$ cat src/rtl/dmach_pkg.sv
`timescale 1ns/1ps
package dmach_pkg;
  localparam int unsigned WIN_BYTES = 128;
  localparam int unsigned DATA_W    = 32;

  // channel window offsets
  localparam int unsigned OFF_CTRL    = 'h00;
  localparam int unsigned OFF_CMD     = 'h04;
  localparam int unsigned OFF_ERR     = 'h08;
  localparam int unsigned OFF_CMPL_LO = 'h10;
  localparam int unsigned OFF_CMPL_HI = 'h14;
  // global window offsets
  localparam int unsigned OFF_NCH     = 'h00;
  localparam int unsigned OFF_XSCALE  = 'h04;

  // control bit positions
  localparam int unsigned BIT_INUSE  = 8;
  localparam int unsigned BIT_ERRIRQ = 3;
  localparam int unsigned BIT_ABORT  = 2;
  localparam int unsigned BIT_CMPLEN = 0;

  // command codes
  localparam logic [7:0] CMD_START  = 8'h01;
  localparam logic [7:0] CMD_APPEND = 8'h02;
  localparam logic [7:0] CMD_RESET  = 8'h20;

  typedef struct packed {
    logic in_use;
    logic err_irq;
    logic abort;
    logic cmpl_en;
  } ctrl_t;

  typedef struct packed {
    logic start;
    logic append;
    logic reset;
  } cmd_pulse_t;
endpackage

$ cat src/rtl/dmach_decode.sv
`timescale 1ns/1ps
module dmach_decode #(
  parameter int unsigned NUM_CH = 2,
  parameter int unsigned ADDR_W = 9,
  parameter int unsigned OFF_W  = 7
) (
  input  logic [ADDR_W-1:0] addr,
  output logic              glob_sel,
  output logic [NUM_CH-1:0] ch_sel,
  output logic [OFF_W-1:0]  off
);
  localparam int unsigned WIN_W = ADDR_W - OFF_W;

  logic [WIN_W-1:0] win_idx;

  assign win_idx  = addr[ADDR_W-1:OFF_W];
  assign off      = addr[OFF_W-1:0];
  assign glob_sel = (win_idx == '0);

  for (genvar i = 0; i < NUM_CH; i++) begin : g_sel
    assign ch_sel[i] = (win_idx == WIN_W'(i + 1));
  end
endmodule

$ cat src/rtl/dmach_chan.sv
`timescale 1ns/1ps
module dmach_chan
  import dmach_pkg::*;
#(
  parameter int unsigned OFF_W = 7
) (
  input  logic              clk,
  input  logic              rst_n,
  input  logic              sel,
  input  logic              rd,
  input  logic              wr,
  input  logic [OFF_W-1:0]  off,
  input  logic [DATA_W-1:0] wdata,
  input  logic [31:0]       err_in,
  output logic [DATA_W-1:0] rdata,
  output logic              owned,
  output logic              irq_en,
  output logic              abort_en,
  output logic              cmpl_en,
  output logic [63:0]       cmpl_addr,
  output logic              start_p,
  output logic              append_p,
  output logic              reset_p
);
  ctrl_t      ctrl_q, ctrl_d;
  logic [31:0] err_q, err_d;
  logic [31:0] clo_q, clo_d, chi_q, chi_d;
  cmd_pulse_t pulse_q, pulse_d;

  logic wr_eff;
  logic hit_ctrl, hit_cmd, hit_err, hit_lo, hit_hi;
  logic rst_cmd;

  assign wr_eff   = wr && !rd;
  assign hit_ctrl = sel && (off == OFF_W'(OFF_CTRL));
  assign hit_cmd  = sel && (off == OFF_W'(OFF_CMD));
  assign hit_err  = sel && (off == OFF_W'(OFF_ERR));
  assign hit_lo   = sel && (off == OFF_W'(OFF_CMPL_LO));
  assign hit_hi   = sel && (off == OFF_W'(OFF_CMPL_HI));
  assign rst_cmd  = wr_eff && hit_cmd && (wdata[7:0] == CMD_RESET);

  // next state
  always_comb begin
    ctrl_d = ctrl_q;
    if (rd && hit_ctrl) begin
      ctrl_d.in_use = 1'b1;
    end else if (wr_eff && hit_ctrl) begin
      ctrl_d.in_use  = wdata[BIT_INUSE];
      ctrl_d.err_irq = wdata[BIT_ERRIRQ];
      ctrl_d.abort   = wdata[BIT_ABORT];
      ctrl_d.cmpl_en = wdata[BIT_CMPLEN];
    end
  end

  always_comb begin
    err_d = err_q;
    if (rst_cmd) begin
      err_d = '0;
    end else if (wr_eff && hit_err) begin
      err_d = err_q & ~wdata;
    end
    err_d = err_d | err_in;
  end

  always_comb begin
    clo_d = clo_q;
    chi_d = chi_q;
    if (wr_eff && hit_lo) clo_d = wdata;
    if (wr_eff && hit_hi) chi_d = wdata;
  end

  always_comb begin
    pulse_d        = '0;
    pulse_d.start  = wr_eff && hit_cmd && (wdata[7:0] == CMD_START);
    pulse_d.append = wr_eff && hit_cmd && (wdata[7:0] == CMD_APPEND);
    pulse_d.reset  = rst_cmd;
  end

  // registers
  always_ff @(posedge clk or negedge rst_n) begin
    if (!rst_n) begin
      ctrl_q  <= '0;
      err_q   <= '0;
      clo_q   <= '0;
      chi_q   <= '0;
      pulse_q <= '0;
    end else begin
      ctrl_q  <= ctrl_d;
      err_q   <= err_d;
      clo_q   <= clo_d;
      chi_q   <= chi_d;
      pulse_q <= pulse_d;
    end
  end

  // read view, value before any claim of this cycle
  always_comb begin
    rdata = '0;
    if (sel) begin
      unique case (off)
        OFF_W'(OFF_CTRL): begin
          rdata[BIT_INUSE]  = ctrl_q.in_use;
          rdata[BIT_ERRIRQ] = ctrl_q.err_irq;
          rdata[BIT_ABORT]  = ctrl_q.abort;
          rdata[BIT_CMPLEN] = ctrl_q.cmpl_en;
        end
        OFF_W'(OFF_ERR):     rdata = err_q;
        OFF_W'(OFF_CMPL_LO): rdata = clo_q;
        OFF_W'(OFF_CMPL_HI): rdata = chi_q;
        default:             rdata = '0;
      endcase
    end
  end

  assign owned     = ctrl_q.in_use;
  assign irq_en    = ctrl_q.err_irq;
  assign abort_en  = ctrl_q.abort;
  assign cmpl_en   = ctrl_q.cmpl_en;
  assign cmpl_addr = {chi_q, clo_q};
  assign start_p   = pulse_q.start;
  assign append_p  = pulse_q.append;
  assign reset_p   = pulse_q.reset;

  AST_CLAIM_SETS_OWNER: assert property (@(posedge clk) disable iff (!rst_n)
    (rd && hit_ctrl) |=> owned);
  AST_ERR_STICKY: assert property (@(posedge clk) disable iff (!rst_n)
    (err_in != '0) |=> ((err_q & $past(err_in)) == $past(err_in)));
  AST_START_FROM_WRITE: assert property (@(posedge clk) disable iff (!rst_n)
    start_p |-> $past(wr && !rd && sel && (off == OFF_W'(OFF_CMD)) && (wdata[7:0] == CMD_START)));
  AST_RESET_KEEPS_OWNER: assert property (@(posedge clk) disable iff (!rst_n)
    rst_cmd |=> ($stable(owned) && $stable(irq_en) && $stable(abort_en) && $stable(cmpl_en)));
endmodule

$ cat src/rtl/dmach_rdmux.sv
`timescale 1ns/1ps
module dmach_rdmux
  import dmach_pkg::*;
#(
  parameter int unsigned NUM_CH     = 2,
  parameter int unsigned OFF_W      = 7,
  parameter int unsigned XFER_SCALE = 20
) (
  input  logic                     clk,
  input  logic                     rst_n,
  input  logic                     rd,
  input  logic                     glob_sel,
  input  logic [OFF_W-1:0]         off,
  input  logic [NUM_CH-1:0]        ch_sel,
  input  logic [NUM_CH*DATA_W-1:0] ch_rdata,
  output logic [DATA_W-1:0]        rdata,
  output logic                     rvalid
);
  logic [DATA_W-1:0] mux_d, rdata_q;
  logic              rvalid_q;

  always_comb begin
    mux_d = '0;
    if (glob_sel) begin
      if (off == OFF_W'(OFF_NCH))         mux_d[7:0] = 8'(NUM_CH);
      else if (off == OFF_W'(OFF_XSCALE)) mux_d[7:0] = 8'(XFER_SCALE);
    end
    for (int i = 0; i < NUM_CH; i++) begin
      if (ch_sel[i]) mux_d = mux_d | ch_rdata[i*DATA_W +: DATA_W];
    end
  end

  always_ff @(posedge clk or negedge rst_n) begin
    if (!rst_n) begin
      rdata_q  <= '0;
      rvalid_q <= 1'b0;
    end else begin
      rvalid_q <= rd;
      if (rd) rdata_q <= mux_d;
    end
  end

  assign rdata  = rdata_q;
  assign rvalid = rvalid_q;
endmodule

$ cat src/rtl/dmach_regs.sv
`timescale 1ns/1ps
module dmach_regs
  import dmach_pkg::*;
#(
  parameter int unsigned NUM_CH     = 2,
  parameter int unsigned XFER_SCALE = 20,
  localparam int unsigned OFF_W     = $clog2(WIN_BYTES),
  localparam int unsigned ADDR_W    = $clog2(WIN_BYTES * (NUM_CH + 1))
) (
  input  logic                     clk,
  input  logic                     rst_n,
  input  logic [ADDR_W-1:0]        bus_addr,
  input  logic                     bus_rd,
  input  logic                     bus_wr,
  input  logic [DATA_W-1:0]        bus_wdata,
  output logic [DATA_W-1:0]        bus_rdata,
  output logic                     bus_rvalid,
  input  logic [NUM_CH*32-1:0]     eng_err,
  output logic [NUM_CH-1:0]        ch_owned,
  output logic [NUM_CH-1:0]        ch_err_irq_en,
  output logic [NUM_CH-1:0]        ch_abort_en,
  output logic [NUM_CH-1:0]        ch_cmpl_en,
  output logic [NUM_CH*64-1:0]     ch_cmpl_addr,
  output logic [NUM_CH-1:0]        ch_start,
  output logic [NUM_CH-1:0]        ch_append,
  output logic [NUM_CH-1:0]        ch_reset
);
  logic [1:0]               rst_sync;
  logic                     rst_int_n;
  logic                     glob_sel;
  logic [NUM_CH-1:0]        ch_sel;
  logic [OFF_W-1:0]         off;
  logic [NUM_CH*DATA_W-1:0] ch_rdata;

  // reset: asserted asynchronously, released on the clock
  always_ff @(posedge clk or negedge rst_n) begin
    if (!rst_n) rst_sync <= 2'b00;
    else        rst_sync <= {rst_sync[0], 1'b1};
  end
  assign rst_int_n = rst_sync[1];

  dmach_decode #(.NUM_CH(NUM_CH), .ADDR_W(ADDR_W), .OFF_W(OFF_W)) u_dec (
    .addr     (bus_addr),
    .glob_sel (glob_sel),
    .ch_sel   (ch_sel),
    .off      (off)
  );

  for (genvar i = 0; i < NUM_CH; i++) begin : g_ch
    dmach_chan #(.OFF_W(OFF_W)) u_chan (
      .clk       (clk),
      .rst_n     (rst_int_n),
      .sel       (ch_sel[i]),
      .rd        (bus_rd),
      .wr        (bus_wr),
      .off       (off),
      .wdata     (bus_wdata),
      .err_in    (eng_err[i*32 +: 32]),
      .rdata     (ch_rdata[i*DATA_W +: DATA_W]),
      .owned     (ch_owned[i]),
      .irq_en    (ch_err_irq_en[i]),
      .abort_en  (ch_abort_en[i]),
      .cmpl_en   (ch_cmpl_en[i]),
      .cmpl_addr (ch_cmpl_addr[i*64 +: 64]),
      .start_p   (ch_start[i]),
      .append_p  (ch_append[i]),
      .reset_p   (ch_reset[i])
    );
  end

  dmach_rdmux #(.NUM_CH(NUM_CH), .OFF_W(OFF_W), .XFER_SCALE(XFER_SCALE)) u_rd (
    .clk      (clk),
    .rst_n    (rst_int_n),
    .rd       (bus_rd),
    .glob_sel (glob_sel),
    .off      (off),
    .ch_sel   (ch_sel),
    .ch_rdata (ch_rdata),
    .rdata    (bus_rdata),
    .rvalid   (bus_rvalid)
  );

  AST_ONE_WINDOW: assert property (@(posedge clk) disable iff (!rst_int_n)
    $onehot0({glob_sel, ch_sel}));
  AST_RVALID_NEXT: assert property (@(posedge clk) disable iff (!rst_int_n)
    bus_rd |=> bus_rvalid);
  AST_RVALID_ONLY_AFTER_RD: assert property (@(posedge clk) disable iff (!rst_int_n)
    bus_rvalid |-> $past(bus_rd));
endmodule

$ cat config.mk
export PLATFORM = sky130hd
export DESIGN_NAME = dmach_regs
export DESIGN_NICKNAME = d
export VERILOG_FILES = /design/src/rtl/dmach_pkg.sv /design/src/rtl/dmach_decode.sv /design/src/rtl/dmach_chan.sv /design/src/rtl/dmach_rdmux.sv /design/src/rtl/dmach_regs.sv
export SDC_FILE = /design/constraint.sdc
export NUM_CORES = 1
export LEC_CHECK = 0
export BUFFER_PORTS_ARGS = -buffer_cell sky130_fd_sc_hd__buf_2
export CAP_MARGIN = 20
export CORE_UTILIZATION = 30
export DETAILED_ROUTE_END_ITERATION = 6
export PLACE_DENSITY = 0.47
export SYNTH_ARGS = -nofsm -noshare
export SYNTH_HDL_FRONTEND = slang
export SYNTH_SLANG_ARGS = --single-unit
$ cat constraint.sdc
create_clock -name clk -period 9.45 [get_ports clk]
set_input_delay 1.4175 -clock clk [delete_from_list [all_inputs] [get_ports clk]]
set_output_delay 1.4175 -clock clk [all_outputs]
set_load 0.005 [all_outputs]
==> qor.yml <==
critical_path:
  slowest_stage: "and4_4"
  critPathLaunchType: "primary input"
  path_cells: "buf_2 -> and4_4 -> nand2_2 -> mux2_2"
  critPathKind: "primary input to flop"
  path_max_fanout: 62
  slowest_delay_ns: 0.95
  cp-end-kind: "flop"
  critPathRequiredTime_ns: 9.87
  crit_arrival_ns: 4.14
drt:
  antenna_left: 0
  first_pass_iters: 5
  drtIter0Drc: 507
  wire_per_inst_um: 23.0
  viasPerCell: 5.14
  drc: 0
  drt_wl_total_mm: 36.8
  dr_total_vias: 8236
cts:
  cts_max_level: 1
  cts-root-buf: "clkbuf_16"
  cts_resized: 0
  clk_latency_ns: 0.55
  ctsHoldBuffers: 0
  clk_pin_slew_worst_paths_ns: 0.06
  clockBufferDepth: 3
  postCtsSetupBuffers: 0
  clock-sinks: 241
  cts_made_buffers: 29
  cts_tree: "done"
logic_synthesis:
  synth.top_cell.area_share_pct: 56.9
  synth_area_um2: 10600
  synth_fp_nets: 978
  synth_top_area_cell: "dfrtp_1"
  synth_compound_area_share_pct: 16.2
  synth_warnings: 0
  synthCells: 869
  synth_top_family_by_area: "compound AO/OA/AOI/OAI gates"
  yosys.area_share.xor_xnor_pct: 0
  synthMuxAreaShare_pct: 15.5
  synth-adder-area-share_pct: 0
  synthFlopType: "dfrtp_1"
  synth_edf_count: 0
  ys_seq_elements: 241
  synth-seq-area-share_pct: 56.9
  avgSynthCellArea_um2: 12.2
  yosys.area_share.simple_pct: 7.04
  synth.area.top_cells: "dfrtp_1 (57%), mux2_2 (15%), nand2_1 (4.2%)"
  synth.distinct_cells: 45
  synthTopCellsByCount: "dfrtp_1 (241), mux2_2 (138), nand2_1 (120), a21oi_1 (56), a22oi_1 (48)"
  synthArstFlopShare_pct: 100
  synth.most_common_cell: "dfrtp_1"
cells_and_area:
  area_delta_synth_final_pct: 25.3
  finalNetCount: 1228
  drive_gt1_share_pct: 46.4
  design_area_um2: 13300
  fin_util_pct: 38.4
timing:
  final.min_clock_period_ns: 3.72
  setup_viol: 0
  setup_tns_ns: 0
  tightest_slew_ns: 1.07
  maxSlewViolCount: 0
  hold_violations: 0
  slew_headroom_pct: 28.7
  post-route-period-util_pct: 39.4
  max_clock_freq_mhz: 269
  worst_slack_ns: 5.73
  rsz0062_at_grt: "false"
  finClkSkew_ns: 0.0171
  worst_hold_slack_ns: 0.346
grt:
  grt_pass1_vias: 8269
  grt_first_pass_wirelength_mm: 54.9
  grt_usage_pct: 20.2
  grt-ovfl-total: 0
  grt_antenna_before_repair: 3
  grt_max_degree: 70
power_and_ir_drop:
  p_per_area_nw_per_um2: 173
  power_frac_comb_pct: 4.3
  internal-power_mw: 1.78
  p_sw_share_pct: 22.8
  leakagePower_nw: 6.38
  p_sw_uw: 526
  clockPowerShare_pct: 49.9
  power_frac_seq_pct: 45.8
  peakVddDrop_mv: 0.141
hold_path:
  min_path_type: "flop to flop"
status:
  status: "completed"
die:
  die_area_um2: 36100
  coreArea_um2: 34600
  die_height_um: 190
  num_io_pins: 284
  core.rowCount: 68
  fp.dieW_um: 190
  initial_core_util_pct: 30.6
place:
  place_ws_ns: 5.12
  gp_congestion: 0.781
  placed_area_um2: 12300
  dp_hpwl_mm: 22.8
  portBuffers: 283
job:
  maxCapViolations: 0
[logic make-up after synthesis]
family          count (synthesis)
flops                         241
compound gates                230
simple gates                  169
mux                           147
buf+inv                        81
other cells                     1
[area by class of cell]
cell class | instances | area (µm²)
clock inverter | 7 | 100
sequential | 241 | 6030
multi-input combinational | 547 | 4160
antenna | 4 | 10.0
timing repair buffer | 296 | 1510
clock buffer | 47 | 893
fill | 3430 | 21300
inverter | 4 | 15.0
tap | 455 | 569
[critical path, delay by kind of cell]
kind          cells  cell delay, ns
mux               1            0.52
buf+inv           1            0.41
simple gates      2            1.76
[through the flow]
step / cells / power (mW)
floorplan: 869 / 1.11
global placement: 1543 / 1.18
detailed placement: 1543 / 1.18
CTS: 1597 / 2.34
global route: 1597 / 2.39
finish: 1601 / 2.30
[registers in the layout (all words and copies together) (netlist names), 2 cells and up]
name and cells:
g_ch.u_chan.cmpl_en 2, g_ch.u_chan.reset_p 2, g_ch.u_chan.append_p 2, g_ch.u_chan.err_q 64, g_ch.u_chan.chi_q 64, g_ch.u_chan.start_p 2, u_rd.rdata 32, rst_sync 2
g_ch.u_chan.abort_en 2, g_ch.u_chan.irq_en 2, g_ch.u_chan.owned 2, g_ch.u_chan.clo_q 64
[placed cells by master, fill, tap and decap left out, types with 6 or more instances in the layout]
cell type  Yosys  final
clkbuf_16      0     29
clkbuf_8       0     10
a221oi_1       8      8
dfrtp_1      241    240
a22oi_1       48     48
nor3_1        11      9
nand2_1      120    116
buf_2         22    283
a21oi_1       56     56
a31o_1        32     32
a211o_1       23     23
a31o_2        32     32
clkbuf_1      25      8
mux2_2       138    138
o21ai_0        6      6
mux2i_1        9      9
nor2_1        16     16
buf_4         21     13
[layer usage]
layer  vias up  share of wire [%]  global-route usage (%)  routed length [µm]
met5         -              0.027                       0                  10
met1      4241                 46                    28.3               16900
met3        45                7.0                    4.59                2580
met2       270                 45                    31.7               16600
li1       3678                  -                       -                   -
met4         2                1.8                    4.22                 679
[worst paths after layout]
| check | from | endpoint | slack (ns) | depth (start not counted) |
|---|---|---|---|---|
| min in group asynchronous | rst_sync[1]$_DFF_PN0_ | g_ch[0].u_chan.clo_q[14]$_DFFE_PN0P_ | 0.39 | 0 |
| max in group asynchronous | rst_sync[1]$_DFF_PN0_ | g_ch[1].u_chan.abort_en$_DFFE_PN0P_ | 6.92 | 2 |
| worst min register to register | rst_sync[0]$_DFF_PN0_ | rst_sync[1]$_DFF_PN0_ | 0.35 | 0 |
| worst max register to register | rst_sync[1]$_DFF_PN0_ | g_ch[1].u_chan.abort_en$_DFFE_PN0P_ | 6.92 | 2 |
| worst max-delay path | bus_addr[4] | g_ch[1].u_chan.chi_q[26]$_DFFE_PN0P_ | 5.73 | 4 |
| worst min-delay path | rst_sync[0]$_DFF_PN0_ | rst_sync[1]$_DFF_PN0_ | 0.35 | 0 |
[power by group through the flow]
stage / registers, mW / logic (mW) / clock network, mW
floorplan: 1.08 / 0.0280 / 0
global placement: 1.07 / 0.102 / 0
detailed placement: 1.07 / 0.102 / 0
CTS: 1.06 / 0.102 / 1.18
global route: 1.06 / 0.110 / 1.22
finish: 1.06 / 0.0998 / 1.15
(Power assumes the default switching activity.)
